**config.mk**
```make
export PLATFORM = sky130hd
export DESIGN_NAME = rx_da_filter
export DESIGN_NICKNAME = d
export VERILOG_FILES = /design/src/rtl/rx_da_filter_pkg.sv /design/src/rtl/rxdaf_capture.sv /design/src/rtl/rxdaf_crc.sv /design/src/rtl/rxdaf_decide.sv /design/src/rtl/rx_da_filter.sv
export SDC_FILE = /design/constraint.sdc
export NUM_CORES = 1
export LEC_CHECK = 0
export BUFFER_PORTS_ARGS = -buffer_cell sky130_fd_sc_hd__clkbuf_2
export CORE_MARGIN = 2
export CORE_UTILIZATION = 55
export DETAILED_ROUTE_END_ITERATION = 10
export PLACE_DENSITY = 0.84
export SYNTH_ARGS = -nofsm -noshare
export SYNTH_HDL_FRONTEND = slang
export SYNTH_SLANG_ARGS = --single-unit
export TNS_END_PERCENT = 1
```
**constraint.sdc**
```tcl
create_clock -name clk -period 5.75 [get_ports clk]
set_clock_uncertainty 0.2 [all_clocks]
set_input_delay 0.8625 -clock clk [delete_from_list [all_inputs] [get_ports clk]]
set_output_delay 0.8625 -clock clk [all_outputs]
set_load 0.02 [all_outputs]
```
**src/rtl/rx_da_filter_pkg.sv**
```systemverilog
package rx_da_filter_pkg;

   localparam int unsigned OCTET_W = 8;
   localparam int unsigned CRC_W   = 32;

   typedef logic [OCTET_W-1:0] octet_t;
   typedef logic [CRC_W-1:0]   crc_t;

   // Advance a left-shifting CRC by one octet, least significant data bit first.
   function automatic crc_t crc_octet(input crc_t crc_in, input octet_t data, input crc_t poly);
      crc_t c;
      logic fb;
      c = crc_in;
      for (int i = 0; i < OCTET_W; i++) begin
         fb = c[CRC_W-1] ^ data[i];
         c  = {c[CRC_W-2:0], 1'b0} ^ (fb ? poly : '0);
      end
      return c;
   endfunction

endpackage

```
**src/rtl/rxdaf_capture.sv**
```systemverilog
module rxdaf_capture
   import rx_da_filter_pkg::*;
#(
   parameter int unsigned ADDR_BYTES = 6
) (
   input  logic                          clk,
   input  logic                          rst_n,
   input  logic                          sof,
   input  logic                          vld,
   input  octet_t                        data,
   input  logic                          eof,
   output logic                          take,
   output logic                          start,
   output logic                          last,
   output logic [ADDR_BYTES*OCTET_W-1:0] addr_flat
);

   localparam int unsigned CNT_W  = $clog2(ADDR_BYTES + 1);
   localparam int unsigned ADDR_W = ADDR_BYTES * OCTET_W;
   localparam int unsigned HELD   = ADDR_BYTES - 1;

   logic             open_q;
   logic [CNT_W-1:0] cnt_q;
   logic [CNT_W-1:0] pos;
   logic             abort;
   logic             store;

   assign start = vld & sof;
   assign take  = vld & (sof | open_q);
   assign pos   = start ? '0 : cnt_q;
   assign last  = take & (pos == CNT_W'(ADDR_BYTES - 1));
   assign abort = eof & ~last;
   assign store = take & ~last & ~abort;

   always_ff @(posedge clk or negedge rst_n) begin
      if (!rst_n) begin
         open_q <= 1'b0;
         cnt_q  <= '0;
      end else if (abort || last) begin
         open_q <= 1'b0;
         cnt_q  <= '0;
      end else if (take) begin
         open_q <= 1'b1;
         cnt_q  <= pos + CNT_W'(1);
      end
   end

   // One holding register per early address byte; the final byte is used live.
   for (genvar g = 0; g < HELD; g++) begin : g_hold
      octet_t byte_q;
      always_ff @(posedge clk or negedge rst_n) begin
         if (!rst_n) begin
            byte_q <= '0;
         end else if (store && (pos == CNT_W'(g))) begin
            byte_q <= data;
         end
      end
      assign addr_flat[ADDR_W-1-g*OCTET_W -: OCTET_W] = byte_q;
   end

   assign addr_flat[OCTET_W-1:0] = data;

endmodule

```
**src/rtl/rxdaf_crc.sv**
```systemverilog
module rxdaf_crc
   import rx_da_filter_pkg::*;
#(
   parameter logic [31:0] CRC_POLY = 32'h04C1_1DB7,
   parameter logic [31:0] CRC_INIT = 32'hFFFF_FFFF,
   parameter int unsigned KEY_LSB  = 25,
   parameter int unsigned KEY_W    = 6
) (
   input  logic             clk,
   input  logic             rst_n,
   input  logic             start,
   input  logic             take,
   input  octet_t           data,
   output logic [KEY_W-1:0] key
);

   crc_t crc_q;
   crc_t base;
   crc_t crc_next;

   assign base     = start ? crc_t'(CRC_INIT) : crc_q;
   assign crc_next = crc_octet(base, data, crc_t'(CRC_POLY));
   assign key      = crc_next[KEY_LSB +: KEY_W];

   always_ff @(posedge clk or negedge rst_n) begin
      if (!rst_n) begin
         crc_q <= crc_t'(CRC_INIT);
      end else if (take) begin
         crc_q <= crc_next;
      end
   end

endmodule

```
**src/rtl/rxdaf_decide.sv**
```systemverilog
module rxdaf_decide
   import rx_da_filter_pkg::*;
#(
   parameter int unsigned ADDR_BYTES = 6,
   parameter int unsigned TBL_SEL_W  = 3,
   parameter int unsigned BIT_SEL_W  = 3,
   parameter logic [ADDR_BYTES*8-1:0] PAUSE_DA = 48'h0180_C200_0001
) (
   input  logic                                    clk,
   input  logic                                    rst_n,
   input  logic                                    last,
   input  logic [ADDR_BYTES*OCTET_W-1:0]           addr,
   input  logic [TBL_SEL_W+BIT_SEL_W-1:0]          key,
   input  logic [ADDR_BYTES*OCTET_W-1:0]           station,
   input  logic                                    promisc,
   input  logic                                    bcast_en,
   input  logic                                    mcast_en,
   input  logic [2**(TBL_SEL_W+BIT_SEL_W)-1:0]     hash_tbl,
   output logic                                    vld_q,
   output logic                                    accept_q,
   output logic                                    bcast_q,
   output logic                                    mcast_q
);

   localparam int unsigned ADDR_W  = ADDR_BYTES * OCTET_W;
   localparam int unsigned KEY_W   = TBL_SEL_W + BIT_SEL_W;
   localparam int unsigned N_TBL   = 2 ** TBL_SEL_W;
   localparam int unsigned TBL_W   = 2 ** BIT_SEL_W;
   localparam int unsigned GRP_BIT = ADDR_W - OCTET_W;

   logic [TBL_W-1:0]     slice [N_TBL];
   logic [TBL_SEL_W-1:0] tbl_sel;
   logic [BIT_SEL_W-1:0] bit_sel;
   logic is_grp, is_bc, is_mc, is_pause, is_own, hash_hit, accept_c;

   for (genvar t = 0; t < N_TBL; t++) begin : g_slice
      assign slice[t] = hash_tbl[t*TBL_W +: TBL_W];
   end

   assign tbl_sel  = key[KEY_W-1 -: TBL_SEL_W];
   assign bit_sel  = key[BIT_SEL_W-1:0];
   assign hash_hit = slice[tbl_sel][bit_sel];

   assign is_grp   = addr[GRP_BIT];
   assign is_bc    = &addr;
   assign is_mc    = is_grp & ~is_bc;
   assign is_pause = (addr == PAUSE_DA);
   assign is_own   = (addr == station);

   assign accept_c = promisc
                   | (is_bc & bcast_en)
                   | is_pause
                   | (is_mc & mcast_en & hash_hit)
                   | (~is_grp & is_own);

   always_ff @(posedge clk or negedge rst_n) begin
      if (!rst_n) begin
         vld_q    <= 1'b0;
         accept_q <= 1'b0;
         bcast_q  <= 1'b0;
         mcast_q  <= 1'b0;
      end else begin
         vld_q    <= last;
         accept_q <= last & accept_c;
         bcast_q  <= last & is_bc;
         mcast_q  <= last & is_mc;
      end
   end

endmodule

```
**src/rtl/rx_da_filter.sv**
```systemverilog
module rx_da_filter
   import rx_da_filter_pkg::*;
#(
   parameter int unsigned ADDR_BYTES = 6,
   parameter int unsigned TBL_SEL_W  = 3,
   parameter int unsigned BIT_SEL_W  = 3,
   parameter int unsigned KEY_LSB    = 25,
   parameter logic [31:0] CRC_POLY   = 32'h04C1_1DB7,
   parameter logic [31:0] CRC_INIT   = 32'hFFFF_FFFF,
   parameter logic [ADDR_BYTES*8-1:0] PAUSE_DA = 48'h0180_C200_0001
) (
   input  logic                                   clk,
   input  logic                                   rst_n,
   input  logic                                   rx_sof,
   input  logic                                   rx_vld,
   input  logic [7:0]                             rx_data,
   input  logic                                   rx_eof,
   input  logic [ADDR_BYTES*8-1:0]                sta_addr,
   input  logic                                   cfg_promisc,
   input  logic                                   cfg_bcast_en,
   input  logic                                   cfg_mcast_en,
   input  logic [2**(TBL_SEL_W+BIT_SEL_W)-1:0]    hash_tbl,
   output logic                                   dec_vld,
   output logic                                   dec_accept,
   output logic                                   dec_bcast,
   output logic                                   dec_mcast
);

   localparam int unsigned ADDR_W = ADDR_BYTES * OCTET_W;
   localparam int unsigned KEY_W  = TBL_SEL_W + BIT_SEL_W;

   if (ADDR_BYTES < 2) begin : g_chk_len
      $error("rx_da_filter: ADDR_BYTES must be at least 2");
   end
   if (KEY_LSB + KEY_W > CRC_W) begin : g_chk_key
      $error("rx_da_filter: hash key does not fit in the CRC register");
   end
   if (TBL_SEL_W < 1 || BIT_SEL_W < 1) begin : g_chk_split
      $error("rx_da_filter: table and bit selectors need at least one bit each");
   end

   logic              take, start, last;
   logic [ADDR_W-1:0] addr_flat;
   logic [KEY_W-1:0]  key;

   rxdaf_capture #(
      .ADDR_BYTES (ADDR_BYTES)
   ) u_capture (
      .clk       (clk),
      .rst_n     (rst_n),
      .sof       (rx_sof),
      .vld       (rx_vld),
      .data      (rx_data),
      .eof       (rx_eof),
      .take      (take),
      .start     (start),
      .last      (last),
      .addr_flat (addr_flat)
   );

   rxdaf_crc #(
      .CRC_POLY (CRC_POLY),
      .CRC_INIT (CRC_INIT),
      .KEY_LSB  (KEY_LSB),
      .KEY_W    (KEY_W)
   ) u_crc (
      .clk   (clk),
      .rst_n (rst_n),
      .start (start),
      .take  (take),
      .data  (rx_data),
      .key   (key)
   );

   rxdaf_decide #(
      .ADDR_BYTES (ADDR_BYTES),
      .TBL_SEL_W  (TBL_SEL_W),
      .BIT_SEL_W  (BIT_SEL_W),
      .PAUSE_DA   (PAUSE_DA)
   ) u_decide (
      .clk      (clk),
      .rst_n    (rst_n),
      .last     (last),
      .addr     (addr_flat),
      .key      (key),
      .station  (sta_addr),
      .promisc  (cfg_promisc),
      .bcast_en (cfg_bcast_en),
      .mcast_en (cfg_mcast_en),
      .hash_tbl (hash_tbl),
      .vld_q    (dec_vld),
      .accept_q (dec_accept),
      .bcast_q  (dec_bcast),
      .mcast_q  (dec_mcast)
   );

endmodule

```
# Yosys cells after proc, flatten, opt, wreduce, memory -nomap -nowiden
# Cells that the tools add are included.
# Widths: inputs -> output; s select.
dict set report totals {
  in_bits 128
  register_bits 80
  word_cells 90
  out_inout_bits 4
}
dict set report classes {
  n_lt_le_gt_ge 2
  reduce_logical 9
  addsub 1
  bitwise 40
  n_eq_ne 7
  mux 19
}
# operator n
set ops {}
lappend ops {{$xor 32x32->32} 8}
lappend ops {{$mux 27} 8}
lappend ops {{$eq 48x41->1 const B} 1}
lappend ops {{$eq 48x48->1} 1}
lappend ops {{$reduce_and 48->1} 1}
lappend ops {{$mux 32} 1}
lappend ops {{$bmux 8 s3} 1}
lappend ops {{$mux 8} 2}
lappend ops {{$and 1x1->1} 14}
lappend ops {{$mux 3} 3}
lappend ops {{$xor 1x1->1} 8}
lappend ops {{$eq 3x2->1 const B} 2}
lappend ops {{$eq 3x3->1 const B} 2}
lappend ops {{$logic_and 1x1->1} 5}
lappend ops {{$or 1x1->1} 5}
lappend ops {{$ge 4x4->1 const B} 1}
lappend ops {{$lt 3x4->1 const B} 1}
lappend ops {{$not 1->1} 4}
lappend ops {{$not 3->4} 1}
lappend ops {{$add 3x1->3 const B} 1}
lappend ops {{$bmux 1 s3} 1}
lappend ops {{$eq 3x1->1 const B} 1}
lappend ops {{$logic_not 3->1} 1}
lappend ops {{$mux 1} 3}
lappend ops {{2 further kinds} 2}

# Depth between registers and ports, before layout
# Gate-level depths: netlist of run 1.
dict set report depth {
  ltp_word 36
  ltp_mapped 12
  depth_no_buf 10
}

# Hierarchy
# Synthesis of run 1 repeated with hierarchy kept, for this count alone.
dict set report hier_totals {
  cells_unflattened 533
  area_unflattened_um2 5848.1
}
# module cells_each seq_area_each_um2 area_each_um2 n_inst
set by_module_without_submodules {}
lappend by_module_without_submodules {rxdaf_crc 239 840.8 2463.6 1}
lappend by_module_without_submodules {rxdaf_capture 123 1101.1 1905.6 1}
lappend by_module_without_submodules {rxdaf_decide 171 100.1 1478.9 1}

# Worst setup path before layout of run 1
# OpenSTA, ideal clock, no wires.
dict set report synth_timing {
  kind {in2reg}
  startpoint {input rx_vld}
  endpoint {register u_decide.accept_q}
  stages 11
  required_time_ns 5.430
  setup_slack_ns 2.196
  arrival_time_ns 3.234
  setup_ns 0.120
  path_buffers 2
  cell_sequence {and2_1 buf_4 nor2_2 xnor2_4 xnor2_4 buf_6 mux4_2 mux2_2 a31oi_1 nand4_1 a41o_1}
}
dict set report synth_between {
  elab_chain_len 22
  word_cells_on_any_way 40
  classes_between {eq/ne: 1; mux: 15; bitwise: 24}
}
# element line
set synth_rtl {}
lappend synth_rtl {{start, declared} rx_da_filter.sv:15} ;# input logic rx_vld,
lappend synth_rtl {{$and 1x1->1} rxdaf_capture.sv:28} ;# assign start = vld & sof;
lappend synth_rtl {{$mux 32} rxdaf_crc.sv:21} ;# assign base = start ? crc_t'(CRC_INIT) : crc_q;
lappend synth_rtl {{$xor 32x32->32 or $xor 1x1->1 (tied branches)} {rx_da_filter_pkg.sv:16, rx_da_filter_pkg.sv:15}}
lappend synth_rtl {{$xor 1x1->1, or another cell as far along} rx_da_filter_pkg.sv:15} ;# fb = c[CRC_W-1] ^ data[i];
lappend synth_rtl {{$mux 27, or another cell as far along} rx_da_filter_pkg.sv:16} ;# c = {c[CRC_W-2:0], 1'b0} ^ (fb ? poly : '0);
lappend synth_rtl {{$xor 32x32->32, or another cell as far along (3 in series)} rx_da_filter_pkg.sv:16}
lappend synth_rtl {{$xor 32x32->32 or $mux 27 (tied branches)} rx_da_filter_pkg.sv:16}
lappend synth_rtl {{$xor 32x32->32 (3 in series)} rx_da_filter_pkg.sv:16}
lappend synth_rtl {{$not 3->4 (not written as such)} rxdaf_decide.sv:42} ;# assign hash_hit = slice[tbl_sel][bit_sel];
lappend synth_rtl {{$bmux 8 s3} rxdaf_decide.sv:42}
lappend synth_rtl {{$mux 8 (not written as such) (2 in series)} rxdaf_decide.sv:42}
lappend synth_rtl {{$bmux 1 s3} rxdaf_decide.sv:42}
lappend synth_rtl {{$mux 1 (not written as such)} rxdaf_decide.sv:42}
lappend synth_rtl {{$and 1x1->1} rxdaf_decide.sv:53} ;# | (is_mc & mcast_en & hash_hit)
lappend synth_rtl {{$or 1x1->1} rxdaf_decide.sv:53}
lappend synth_rtl {{$or 1x1->1} rxdaf_decide.sv:54} ;# | (~is_grp & is_own);
lappend synth_rtl {{$and 1x1->1 (*)} rxdaf_decide.sv:64} ;# accept_q <= last & accept_c;
lappend synth_rtl {{end signal, assigned} rxdaf_decide.sv:64}
lappend synth_rtl {{end, declared} rxdaf_decide.sv:20} ;# output logic accept_q,
# Every way passes the cells marked *; elsewhere a longest branch is shown, timed or not. The select of a mux whose other input is x is not followed.
# A chain may end at the register's enable or synchronous reset.

# Final worst setup path of run 1
dict set report layout_timing {
  startpoint {input rx_data[2]}
  endpoint {register u_decide.accept_q}
}
dict set report layout_between {
  elab_chain_len 18
  word_cells_on_any_way 28
  classes_between {eq/ne: 2; mux: 6; bitwise: 19; reduce/logical: 1}
}
# element line
set layout_rtl {}
lappend layout_rtl {{start, declared} rx_da_filter.sv:16} ;# input logic [7:0] rx_data,
lappend layout_rtl {{$xor 1x1->1} rx_da_filter_pkg.sv:15}
lappend layout_rtl {{$mux 27} rx_da_filter_pkg.sv:16}
lappend layout_rtl {{$xor 32x32->32 (6 in series)} rx_da_filter_pkg.sv:16}
lappend layout_rtl {{$not 3->4 (not written as such)} rxdaf_decide.sv:42}
lappend layout_rtl {{$bmux 8 s3} rxdaf_decide.sv:42}
lappend layout_rtl {{$mux 8 (not written as such) (2 in series)} rxdaf_decide.sv:42}
lappend layout_rtl {{$bmux 1 s3} rxdaf_decide.sv:42}
lappend layout_rtl {{$mux 1 (not written as such)} rxdaf_decide.sv:42}
lappend layout_rtl {{$and 1x1->1} rxdaf_decide.sv:53}
lappend layout_rtl {{$or 1x1->1} rxdaf_decide.sv:53}
lappend layout_rtl {{$or 1x1->1 (*)} rxdaf_decide.sv:54}
lappend layout_rtl {{$and 1x1->1 (*)} rxdaf_decide.sv:64}
# Marked as above.

==> PnR_summary.wiki, run 1 <==
{| class="wikitable"
! Metric !! Value
|-
| Critical Path Source || rx_data[2]
|-
| Final layout net count || 780
|-
| Final setup violating endpoints || 0
|-
| Most common cell on crit path || sky130_fd_sc_hd__xnor2_4
|-
| Post-CTS Hold Fix Bufs || 0
|-
| Data arrival time of the critical path || 3.83 ns
|-
| Max capacitance violation total || 0
|-
| Static leakage || 2.80 nW
|-
| Max Buffers Root-to-Sink || 2
|-
| Most common cell after layout, fill and taps aside || sky130_fd_sc_hd__clkbuf_2
|-
| Commonest cells after routing, fill and taps aside || 130 x sky130_fd_sc_hd__clkbuf_2, 115 x sky130_fd_sc_hd__xnor2_1, 48 x sky130_fd_sc_hd__nand2_1, 48 x sky130_fd_sc_hd__dfrtp_1, 46 x sky130_fd_sc_hd__mux2_2
|-
| Tightest Pin Transition || 0.999 ns
|-
| Worst ir drop on vdd || 0.315 mV
|-
| Worst r2r path cells || 9
|-
| Floorplan die area || 10800 um^2
|-
| Number of clock sinks || 80
|-
| Final count of hold timing violations || 0
|-
| Die width || 104 um
|-
| Detailed-routing iteration count for the pre-antenna-repair pass || 5
|-
| Height of the die || 104 um
|-
| Post-synthesis net count || 664
|-
| Post-route DRC violation count || 0
|-
| Slowest stage cell on the critical path || sky130_fd_sc_hd__xnor2_4
|-
| Result of the run || completed
|-
| DR vias || 4449
|-
| Crit-path cells || clkbuf_2, xnor2_1, xnor2_4, xnor2_4, mux4_2, mux2i_1, nor3_1, a211o_1, a41o_1
|-
| Total wire length after detailed routing || 14.7 mm
|-
| Capture instance of the worst register-to-register path || u_decide.accept_q
|-
| Leftover overflow at the end of global routing || 0
|-
| Data required time of the critical path || 5.80 ns
|-
| Worst hold start || u_crc.crc_q[0]
|-
| Global-route usage over all layers || 0.284
|-
| Post-synthesis sequential element count || 80
|-
| Via-per-instance ratio || 5.67
|-
| Power Dens Cells || 603 nW/um^2
|-
| Maximum number of pins on one net before global-route repair || 81
|-
| Wire length of the first global-routing pass || 24.0 mm
|-
| Count of flip-flops with a built-in enable after synthesis || 0
|-
| Synthesized netlist cell count || 531
|-
| Startpoint of the worst-slack reg-to-reg timing path || u_crc.crc_q[29]
|-
| Clock input transition at the sequential cells of the worst setup and hold paths || 0.08 ns
|-
| Row cnt || 36
|-
| First DRT Iteration DRCs || 317
|-
| Total number of yosys warnings || 0
|-
| Placeable core area || 9730 um^2
|-
| Post-route clock period utilization || 0.659
|-
| Worst hold-check path type || reg -> reg
|-
| Worst setup path category || in -> reg
|-
| Final slew viol count || 0
|-
| Total negative setup slack || 0 ns
|-
| HPWL after detailed placement || 11.1 mm
|-
| Gpl congestion || 0.939
|-
| Number of top-level pins || 132
|-
| Area delta synth->final || 17.5%
|-
| Sequential fraction of the synthesis area || 0.373
|-
| Worst-skew pair later-pin latency || 0.36 ns
|-
| Fraction of layout instances using a drive strength above 1 || 0.379
|-
| Setup repair after global routing missed its margin || false
|-
| Critical path capture point || u_decide.accept_q
|-
| Placed cell count || 769
|-
| Number of global-route vias before repair || 4665
|-
| Number of CTS-inserted buffers || 9
|-
| Relative slew slack || 0.331
|-
| Number of gates resized after cts || 0
|-
| Maximum level of the CTS H-tree || 3
|-
| Number of antenna violations at the first check in global routing || 1
|-
| Setup crit end kind || register
|-
| Achievable frequency || 264 MHz
|-
| Post-route minimum period || 3.79 ns
|-
| Post-CTS Setup Repair Bufs || 0
|-
| Startpoint Class || input port
|-
| TritonCTS clock tree || done
|-
| Mean post-synth cell area || 10.3 um^2
|-
| Effective utilization at floorplan || 0.562
|-
| Area of the mapped netlist || 5470 um^2
|-
| Worst Setup Slack post-DPL || 1.56 ns
|-
| Final non-filler cell total || 785
|-
| Reg2Reg Setup Slack || 2.25 ns
|-
| Count of cell types in the netlist || 44
|-
| Antenna-violating nets left || 0
|-
| Share of async-settable or async-resettable flops after synthesis || 1.00
|-
| Post-route setup slack || 1.96 ns
|-
| Largest stage delay, worst path || 0.68 ns
|-
| Buffers added on ports || 131
|-
| Ys flop type || sky130_fd_sc_hd__dfrtp_1
|-
| Root Buffer || sky130_fd_sc_hd__clkbuf_8
|-
| Avg WL per Cell || 18.8 um
|-
| Maximum fanout along the worst path || 18
|-
| Total power after layout || 3.87 mW
|}
==> through the flow <==
stage,cell area [um^2],util,hold slack (ns)
after floorplan,5470,-,0.250
after global placement,6210,0.639,0.267
after detailed placement,6210,0.639,0.277
after CTS,6420,0.660,0.289
after global routing,6420,0.660,0.303
final,6420,0.660,0.287
==> cell usage after synthesis (3+ instances only) <==
| cell | number | area (um^2) |
|---|---|---|
| sky130_fd_sc_hd__ha_1 | 5 | 62.6 |
| sky130_fd_sc_hd__inv_1 | 5 | 18.8 |
| sky130_fd_sc_hd__nand3_1 | 5 | 25.0 |
| sky130_fd_sc_hd__mux2_2 | 46 | 518 |
| sky130_fd_sc_hd__nand2_1 | 48 | 180 |
| sky130_fd_sc_hd__nand4_1 | 26 | 163 |
| sky130_fd_sc_hd__o21ai_0 | 31 | 155 |
| sky130_fd_sc_hd__mux4_2 | 11 | 248 |
| sky130_fd_sc_hd__a21oi_1 | 3 | 15.0 |
| sky130_fd_sc_hd__nor4_1 | 15 | 93.8 |
| sky130_fd_sc_hd__clkbuf_1 | 21 | 78.8 |
| sky130_fd_sc_hd__xor2_1 | 24 | 210 |
| sky130_fd_sc_hd__a31oi_1 | 4 | 25.0 |
| sky130_fd_sc_hd__xnor2_1 | 116 | 1020 |
| sky130_fd_sc_hd__nor2_1 | 34 | 128 |
| sky130_fd_sc_hd__and3_1 | 3 | 18.8 |
| sky130_fd_sc_hd__nor3_1 | 5 | 25.0 |
| sky130_fd_sc_hd__mux2i_1 | 15 | 150 |
| sky130_fd_sc_hd__buf_2 | 5 | 25.0 |
| sky130_fd_sc_hd__dfrtp_1 | 48 | 1200 |
| sky130_fd_sc_hd__dfstp_2 | 32 | 841 |
| sky130_fd_sc_hd__and2_1 | 4 | 25.0 |
==> sequential cells by signal (all words and copies together), names as in the netlist <==
signal	cells
u_capture.open_q	1
u_decide.bcast_q	1
u_capture.cnt_q	3
u_capture.g_hold.byte_q	40
u_decide.vld_q	1
u_crc.crc_q	32
u_decide.accept_q	1
u_decide.mcast_q	1
==> cells by family after synthesis <==
kind of cell | Yosys count | synth area share
xor gates and xnor gates | 144 | 0.240
adders and majority gates | 5 | 0.0114
AOI/OAI and AO/OA | 48 | 0.0506
buffers and inverters | 36 | 0.0281
and+or+nand+nor | 146 | 0.129
muxes | 72 | 0.168
DFF | 80 | 0.373
==> layer usage <==
layer  global-route usage  routed length (um)  vias up  share of wire
met4                0.115                 402        0          0.027
li1                     -                   -     2066              -
met2                0.470                7020      228           0.48
met5                    0                   0        -              0
met3               0.0699                1440       31          0.098
met1                0.357                5880     2124           0.40
==> final cells by class <==
type	instances	area [um^2]
Clock inverter	6	85.1
Sequential cell	80	2040
Antenna cell	1	2.50
Multi-Input combinational cell	415	3290
Fill cell	755	3300
Timing Repair Buffer	136	696
Tap cell	133	166
Clock buffer	9	124
Inverter	5	18.8
==> where the power goes <==
part	internal [mW]	total [mW]	switching, mW
Sequential	0.806	0.977	0.171
Combinational	1.23	2.45	1.22
Clock	0.240	0.450	0.209
==> critical path, delay by kind of cell <==
family	cells	cell delay, ns
AOI/OAI and AO/OA	2	0.51
buffers and inverters	1	0.24
muxes	2	0.82
and+or+nand+nor	1	0.07
xor gates and xnor gates	3	1.32
==> worst min path at each step <==
stage	end	slack, ns	cells after the start
floorplan	u_capture.cnt_q[0]	0.25	2
global placement	u_crc.crc_q[2]	0.27	2
detailed placement	u_crc.crc_q[2]	0.28	2
CTS	u_crc.crc_q[10]	0.29	2
global route	u_crc.crc_q[13]	0.30	2
finish	u_crc.crc_q[0]	0.29	2
Note: power is estimated with default switching activity, not from simulation.
==> run 2: changes to the inputs <==
clock period = 3.8 ns   (was 5.75 ns; I/O delays follow)
==> run 2 against run 1 <==
Effect of this change: first-iteration DRC count increased by 1.3%; clock power grew 56%; wire length rose by 4.0%; via count rose by 2.7%; register-to-register slack worse by 1.9 ns; clock-buffer cell count grew 2; sequential share of layout area is 0.42 points lower; combinational power up 54%; worst setup slack got worse by 1.6 ns; die area stayed put; final area up 1.3%; sequential power grew 50%; critical path type is now reg -> reg; largest power group unchanged.
==> PnR_summary.wiki, run 2 (same netlist as run 1, synthesis figures left out) <==
{| class="wikitable"
! Metric !! Value
|-
| Post-CTS Setup Repair Bufs || 0 (unchanged)
|-
| Startpoint Class || register
|-
| Effective utilization at floorplan || 0.562 (unchanged)
|-
| Die width || 104 um (unchanged)
|-
| Post-CTS Hold Fix Bufs || 0 (unchanged)
|-
| Worst r2r path cells || 9 (unchanged)
|-
| Gate power share || 0.635 (+0.003)
|-
| Worst ir drop on vdd || 0.539 mV (+71%)
|-
| Maximum fanout along the worst path || 18 (unchanged)
|-
| Number of antenna violations at the first check in global routing || 0 (-1)
|-
| Number of gates resized after cts || 0 (unchanged)
|-
| Achievable frequency || 290 MHz
|-
| Maximum number of pins on one net before global-route repair || 81 (unchanged)
|-
| Power Dens Cells || 913 nW/um^2 (+52%)
|-
| Crit-path cells || xnor2_1, nor2_2, xnor2_4, xnor2_4, mux4_2, mux2i_1, nor3_1, a211o_1, a41o_1
|-
| Commonest cells after routing, fill and taps aside || 130 x sky130_fd_sc_hd__clkbuf_2, 115 x sky130_fd_sc_hd__xnor2_1, 48 x sky130_fd_sc_hd__nand2_1, 48 x sky130_fd_sc_hd__dfrtp_1, 46 x sky130_fd_sc_hd__mux2_2
|-
| Height of the die || 104 um (unchanged)
|-
| Worst hold-check path type || in -> async
|-
| Net Sw Power || 2.44 mW (+53%)
|-
| Avg WL per Cell || 19.3 um (+2.7%)
|-
| Via-per-instance ratio || 5.74 (+1.4%)
|-
| Final count of hold timing violations || 0 (unchanged)
|-
| Largest stage delay, worst path || 0.69 ns (about the same)
|-
| Power Internal || 3.50 mW (+54%)
|-
| Fraction of layout instances using a drive strength above 1 || 0.388 (+0.00880)
|-
| Family with the most delay on the worst path || XOR/XNOR gates
|-
| Setup crit end kind || register
|-
| Setup repair after global routing missed its margin || false
|-
| Final setup violating endpoints || 0 (unchanged)
|-
| Relative slew slack || 0.333 (+0.00245)
|-
| Area delta synth->final || 19.1%
|-
| Total power after layout || 5.95 mW (+54%)
|-
| Total negative setup slack || 0 ns (unchanged)
|-
| Buffers added on ports || 131 (unchanged)
|-
| Largest registers || u_capture.g_hold.byte_q: 40 flops, u_crc.crc_q: 32 flops, u_capture.cnt_q: 3 flops
|-
| Max capacitance violation total || 0 (unchanged)
|-
| Portion of total power attributed to sequential cells || 0.247 (-0.005)
|-
| Number of top-level pins || 132 (unchanged)
|-
| Largest register FFs || 40 (unchanged)
|-
| Placeable core area || 9730 um^2 (unchanged)
|-
| DR vias || 4567 (+2.7%)
|-
| Worst setup path category || reg -> reg
|-
| Max Buffers Root-to-Sink || 2 (unchanged)
|-
| Final slew viol count || 0 (unchanged)
|-
| Result of the run || completed
|-
| Reg with most FFs || u_capture.g_hold.byte_q
|-
| Leftover overflow at the end of global routing || 0 (unchanged)
|-
| Switching part of the total || 0.411 (-0.00213)
|-
| Root Buffer || sky130_fd_sc_hd__clkbuf_8
|-
| Global-route usage over all layers || 0.294 (+0.00998)
|-
| Placed cell count || 779 (+1.3%)
|-
| Data required time of the critical path || 3.86 ns (-1.94 ns)
|-
| WP depth || 9 (unchanged)
|-
| Post-route DRC violation count || 0 (unchanged)
|-
| Post-route minimum period || 3.44 ns
|-
| TritonCTS clock tree || done
|-
| Floorplan die area || 10800 um^2 (unchanged)
|-
| Clock input transition at the sequential cells of the worst setup and hold paths || 0.09 ns (about the same)
|-
| Maximum level of the CTS H-tree || 3 (unchanged)
|-
| Detailed-routing iteration count for the pre-antenna-repair pass || 4 (-1)
|-
| Gpl congestion || 0.958 (+2.0%)
|-
| Post-route clock period utilization || 0.906
|-
| Most common cell after layout, fill and taps aside || sky130_fd_sc_hd__clkbuf_2
|-
| HPWL after detailed placement || 11.6 mm (+4.4%)
|-
| Wire length of the first global-routing pass || 24.7 mm (+2.8%)
|-
| Number of antenna repair diodes || 0 (-1)
|-
| Tightest Pin Transition || 1.00 ns (+0.00125 ns)
|-
| Number of clock sinks || 80 (unchanged)
|-
| Row cnt || 36 (unchanged)
|-
| Clock network fraction of design power || 0.118 (+0.002)
|-
| Worst-skew pair later-pin latency || 0.36 ns (about the same)
|-
| Total wire length after detailed routing || 15.3 mm (+4.0%)
|-
| CP Buf/Inv Count || 0 (-1)
|-
| Antenna-violating nets left || 0 (unchanged)
|-
| Most common cell on crit path || sky130_fd_sc_hd__xnor2_4
|-
| Static leakage || 2.85 nW (+2.0%)
|-
| Slowest stage cell on the critical path || sky130_fd_sc_hd__xnor2_4
|-
| Number of CTS-inserted buffers || 9 (unchanged)
|-
| First DRT Iteration DRCs || 321 (+1.3%)
|-
| Final non-filler cell total || 795 (+1.3%)
|-
| Number of global-route vias before repair || 4871 (+4.4%)
|-
| Data arrival time of the critical path || 3.51 ns (-0.32 ns)
|-
| Final layout net count || 790 (+1.3%)
|}
==> run 2: changes by cell type in the layout (fill, tap and decap cells not counted) <==
cell / delta
sky130_fd_sc_hd__clkinv_2: -1
sky130_fd_sc_hd__buf_4: +10
sky130_fd_sc_hd__clkinv_4: +1
sky130_fd_sc_hd__diode_2: -1
sky130_fd_sc_hd__clkinvlp_4: -1
sky130_fd_sc_hd__clkbuf_8: +1
sky130_fd_sc_hd__clkbuf_1: +1
==> run 2: final cells by class <==
cell class	count	area, um^2
Clock buffer	11	141
Clock inverter	5	81.3
Fill cell	767	3220
Inverter	5	18.8
Multi-Input combinational cell	415	3290
Sequential cell	80	2040
Tap cell	133	166
Timing Repair Buffer	146	771
==> run 2: final timing paths <==
check | startpoint | to | slack (ns)
worst min register to register | u_crc.crc_q[6] | u_crc.crc_q[6] | 0.28
min in group clk | cfg_mcast_en | u_decide.accept_q | 0.26
worst max register to register | u_crc.crc_q[29] | u_decide.accept_q | 0.36
max in group asynchronous | rst_n | u_capture.g_hold[2].byte_q[5] | 2.59
worst min-delay path | rst_n | u_decide.mcast_q | 0.19
worst max-delay path | u_crc.crc_q[29] | u_decide.accept_q | 0.36
==> run 2: worst reg2reg max path, cell delays in order, from the launching register on <==
cell and delay (ns):
sky130_fd_sc_hd__dfstp_2 0.62, sky130_fd_sc_hd__xnor2_1 0.11, sky130_fd_sc_hd__nor2_2 0.19, sky130_fd_sc_hd__xnor2_4 0.13, sky130_fd_sc_hd__xnor2_4 0.69, sky130_fd_sc_hd__mux4_2 0.59, sky130_fd_sc_hd__mux2i_1 0.23, sky130_fd_sc_hd__nor3_1 0.07
sky130_fd_sc_hd__a211o_1 0.30, sky130_fd_sc_hd__a41o_1 0.22
==> run 2: per-layer routing <==
metal	track usage	share of wire	wire (um)	up-vias
met5	0	0	0	-
met4	0.123	0.029	440	0
met3	0.0566	0.071	1090	31
met2	0.504	0.50	7640	199
met1	0.363	0.40	6180	2242
li1	-	-	-	2095
==> run 2: through the flow <==
step / instance area, um^2 / hold slack, ns / utilization / setup slack [ns]
floorplan: 5470 / 0.0744 / - / 0.538
global placement: 6290 / 0.268 / 0.646 / 0.0897
detailed placement: 6290 / 0.278 / 0.646 / 0.0297
CTS: 6510 / 0.211 / 0.669 / 0.316
global route: 6510 / 0.251 / 0.669 / 0.135
finish: 6510 / 0.189 / 0.669 / 0.356
==> run 2: power groups by stage <==
stage / Combinational, mW / Clock, mW / Sequential [mW]
after global routing: 4.13 / 0.745 / 1.50
after global placement: 3.68 / 0 / 1.47
after detailed placement: 3.76 / 0 / 1.48
after CTS: 3.81 / 0.712 / 1.47
final: 3.77 / 0.702 / 1.47
after floorplan: 3.08 / 0 / 1.36
==> run 3: changes to the inputs <==
--- a/config.mk
+++ b/config.mk
@@ -7,3 +7,2 @@
 export LEC_CHECK = 0
-export BUFFER_PORTS_ARGS = -buffer_cell sky130_fd_sc_hd__clkbuf_2
 export CORE_MARGIN = 2
@@ -11,3 +10,4 @@
 export DETAILED_ROUTE_END_ITERATION = 10
-export PLACE_DENSITY = 0.84
+export DONT_BUFFER_PORTS = 1
+export PLACE_DENSITY = 0.72
 export SYNTH_ARGS = -nofsm -noshare
--- a/constraint.sdc
+++ b/constraint.sdc
@@ -4,2 +4,2 @@
 set_output_delay 0.57 -clock clk [all_outputs]
-set_load 0.02 [all_outputs]
+set_load 0.05 [all_outputs]
==> run 3 against run 2 <==
Effect of this change: via count fell by 14%; global-route usage fell by 3.6 points; clock power rose by 9.4%; worst setup slack improved by 0.031 ns; hold slack got worse by 0.031 ns; maximum frequency rose by 0.91%; utilization fell by 6.7 points; highest routed layer unchanged; critical path type unchanged; flip-flop and latch count did not move.
==> PnR_summary.wiki, run 3 (same netlist as run 1, synthesis figures left out) <==
{| class="wikitable"
! Metric !! Value
|-
| Result of the run || completed
|-
| Height of the die || 104 um (unchanged)
|-
| Setup repair after global routing missed its margin || false
|-
| Number of top-level pins || 132 (unchanged)
|-
| Total negative setup slack || 0 ns (unchanged)
|-
| Worst hold-check path type || in -> reg
|-
| Number of antenna violations at the first check in global routing || 0 (unchanged)
|-
| Effective utilization at floorplan || 0.562 (unchanged)
|-
| Buffers added on ports || 0 (-100%)
|-
| Commonest cells after routing, fill and taps aside || 115 x sky130_fd_sc_hd__xnor2_1, 48 x sky130_fd_sc_hd__nand2_1, 48 x sky130_fd_sc_hd__dfrtp_1, 46 x sky130_fd_sc_hd__mux2_2, 34 x sky130_fd_sc_hd__nor2_1
|-
| Power Dens Cells || 993 nW/um^2 (+8.7%)
|-
| DR vias || 3914 (-14%)
|-
| Antenna-violating nets left || 0 (unchanged)
|-
| Post-route clock period utilization || 0.898 (-0.00821)
|-
| Number of gates resized after cts || 0 (unchanged)
|-
| Tightest Pin Transition || 0.777 ns (-0.223 ns)
|-
| Maximum number of pins on one net before global-route repair || 81 (unchanged)
|-
| Row cnt || 36 (unchanged)
|-
| Portion of total power attributed to sequential cells || 0.254 (+0.007)
|-
| TritonCTS clock tree || done
|-
| Clock input transition at the sequential cells of the worst setup and hold paths || 0.09 ns (about the same)
|-
| Maximum level of the CTS H-tree || 3 (unchanged)
|-
| WHS || 0.159 ns (-0.0306 ns)
|-
| Number of CTS-inserted buffers || 9 (unchanged)
|-
| Achievable frequency || 293 MHz (+0.91%)
|-
| Gate power share || 0.614 (-0.021)
|-
| Largest registers || u_capture.g_hold.byte_q: 40 flops, u_crc.crc_q: 32 flops, u_capture.cnt_q: 3 flops
|-
| Static leakage || 2.30 nW (-19%)
|-
| Wire length of the first global-routing pass || 21.6 mm (-12%)
|-
| Floorplan die area || 10800 um^2 (unchanged)
|-
| Data arrival time of the critical path || 3.46 ns (-0.05 ns)
|-
| Number of global-route vias before repair || 4011 (-18%)
|-
| Maximum fanout along the worst path || 18 (unchanged)
|-
| Number of antenna repair diodes || 0 (unchanged)
|-
| Setup crit end kind || register
|-
| Root Buffer || sky130_fd_sc_hd__clkbuf_8
|-
| Startpoint Class || register
|-
| HPWL after detailed placement || 10.0 mm (-14%)
|-
| Relative slew slack || 0.482 (+0.149)
|-
| Worst ir drop on vdd || 0.632 mV (+17%)
|-
| Switching part of the total || 0.400 (-0.0110)
|-
| Total power after layout || 5.82 mW (-2.2%)
|-
| Final slew viol count || 0 (unchanged)
|-
| Worst Setup Slack post-DPL || 0.217 ns (+0.187 ns)
|-
| Max Buffers Root-to-Sink || 2 (unchanged)
|-
| Detailed-routing iteration count for the pre-antenna-repair pass || 4 (unchanged)
|-
| Net Sw Power || 2.33 mW (-4.8%)
|-
| Largest register FFs || 40 (unchanged)
|-
| Reg with most FFs || u_capture.g_hold.byte_q
|-
| Global-route usage over all layers || 0.258 (-0.0359)
|-
| Number of clock sinks || 80 (unchanged)
|-
| Max capacitance violation total || 0 (unchanged)
|-
| Data required time of the critical path || 3.84 ns (-0.02 ns)
|-
| Die width || 104 um (unchanged)
|-
| Fraction of layout instances using a drive strength above 1 || 0.230 (-0.158)
|-
| Total wire length after detailed routing || 13.5 mm (-12%)
|-
| Post-route minimum period || 3.41 ns (-0.0312 ns)
|-
| Core occupancy in the finished layout || 0.602 (-0.0670)
|-
| Clock network fraction of design power || 0.132 (+0.014)
|-
| Power Internal || 3.49 mW (-0.32%)
|-
| Avg WL per Cell || 20.5 um (+6.2%)
|-
| Worst setup path category || reg -> reg
|-
| Placeable core area || 9730 um^2 (unchanged)
|-
| Worst-skew pair later-pin latency || 0.36 ns (about the same)
|-
| Via-per-instance ratio || 5.94 (+3.4%)
|-
| Gpl congestion || 0.876 (-8.6%)
|-
| Post-CTS Setup Repair Bufs || 0 (unchanged)
|-
| Reg2Reg Setup Slack || 0.39 ns (+0.03 ns)
|-
| Post-route DRC violation count || 0 (unchanged)
|-
| Area delta synth->final || 7.16%
|-
| Most common cell after layout, fill and taps aside || sky130_fd_sc_hd__xnor2_1
|-
| Leftover overflow at the end of global routing || 0 (unchanged)
|-
| Final setup violating endpoints || 0 (unchanged)
|-
| Final layout net count || 654 (-17%)
|-
| First DRT Iteration DRCs || 200 (-38%)
|-
| Post-route setup slack || 0.387 ns (+0.0312 ns)
|-
| Final count of hold timing violations || 0 (unchanged)
|}
## run 3: cell count changes in the layout (fill, tap and decap cells not counted), sizes merged
| cell | before | now |
|---|---|---|
| clkbuf | 141 | 9 |
| clkinv | 2 | 3 |
| bufinv | 2 | 3 |
| buf | 16 | 9 |
| dlygate4sd3 | 0 | 1 |
## run 3: worst paths after layout
| check | start | cells past startpoint | end |
|---|---|---|---|
| min in group asynchronous | rst_n | 2 | u_capture.g_hold[4].byte_q[0] |
| worst max-delay path | u_crc.crc_q[29] | 9 | u_decide.accept_q |
| max in group asynchronous | rst_n | 2 | u_crc.crc_q[24] |
| worst min register to register | u_crc.crc_q[6] | 2 | u_crc.crc_q[6] |
| worst max register to register | u_crc.crc_q[29] | 9 | u_decide.accept_q |
| worst min-delay path | rx_data[6] | 1 | u_capture.g_hold[1].byte_q[6] |
## run 3: final cells by class
class	instances	area, um^2
fill	814	3870
multi-input combinational	415	3290
sequential	80	2040
tap	133	166
clock buffer	9	124
clock inverter	7	120
timing repair buffer	10	97.6
inverter	5	18.8
## run 3: what timing repair did
| item | in CTS | in global routing |
|---|---|---|
| hold buffers | 2 | 0 |
| endpoints found under the hold margin | 80 | 0 |
| setup endpoints to repair | 0 | 0 |
## run 3: power by group through the flow
stage	registers [mW]	logic (mW)	clock network [mW]
2_1_floorplan	1.36	3.08	0
3_3_place_gp	1.48	3.48	0
3_5_place_dp	1.49	3.55	0
4_1_cts	1.47	3.59	0.777
5_1_grt	1.51	3.91	0.814
6_report	1.48	3.58	0.768
## run 3: critical path, cell delays in order, from the launching register on
cell	delay [ns]
sky130_fd_sc_hd__dfstp_2	0.62
sky130_fd_sc_hd__xnor2_1	0.11
sky130_fd_sc_hd__nor2_2	0.18
sky130_fd_sc_hd__xnor2_4	0.13
sky130_fd_sc_hd__xnor2_4	0.67
sky130_fd_sc_hd__mux4_2	0.59
sky130_fd_sc_hd__a31oi_1	0.16
sky130_fd_sc_hd__o311ai_0	0.15
sky130_fd_sc_hd__a211o_1	0.25
sky130_fd_sc_hd__a41o_1	0.24
## run 3: routing by layer
layer,track usage,share of wire,up-vias
met2,0.442,0.51,153
met3,0.0636,0.069,22
met4,0.0763,0.016,0
met5,0,0,-
met1,0.324,0.41,1914
li1,-,-,1825
## run 3: stage by stage
stage	std cells	area (um^2)
6_report	659	5860
5_1_grt	659	5860
4_1_cts	659	5860
3_5_place_dp	641	5580
3_3_place_gp	641	5580
2_1_floorplan	531	5470
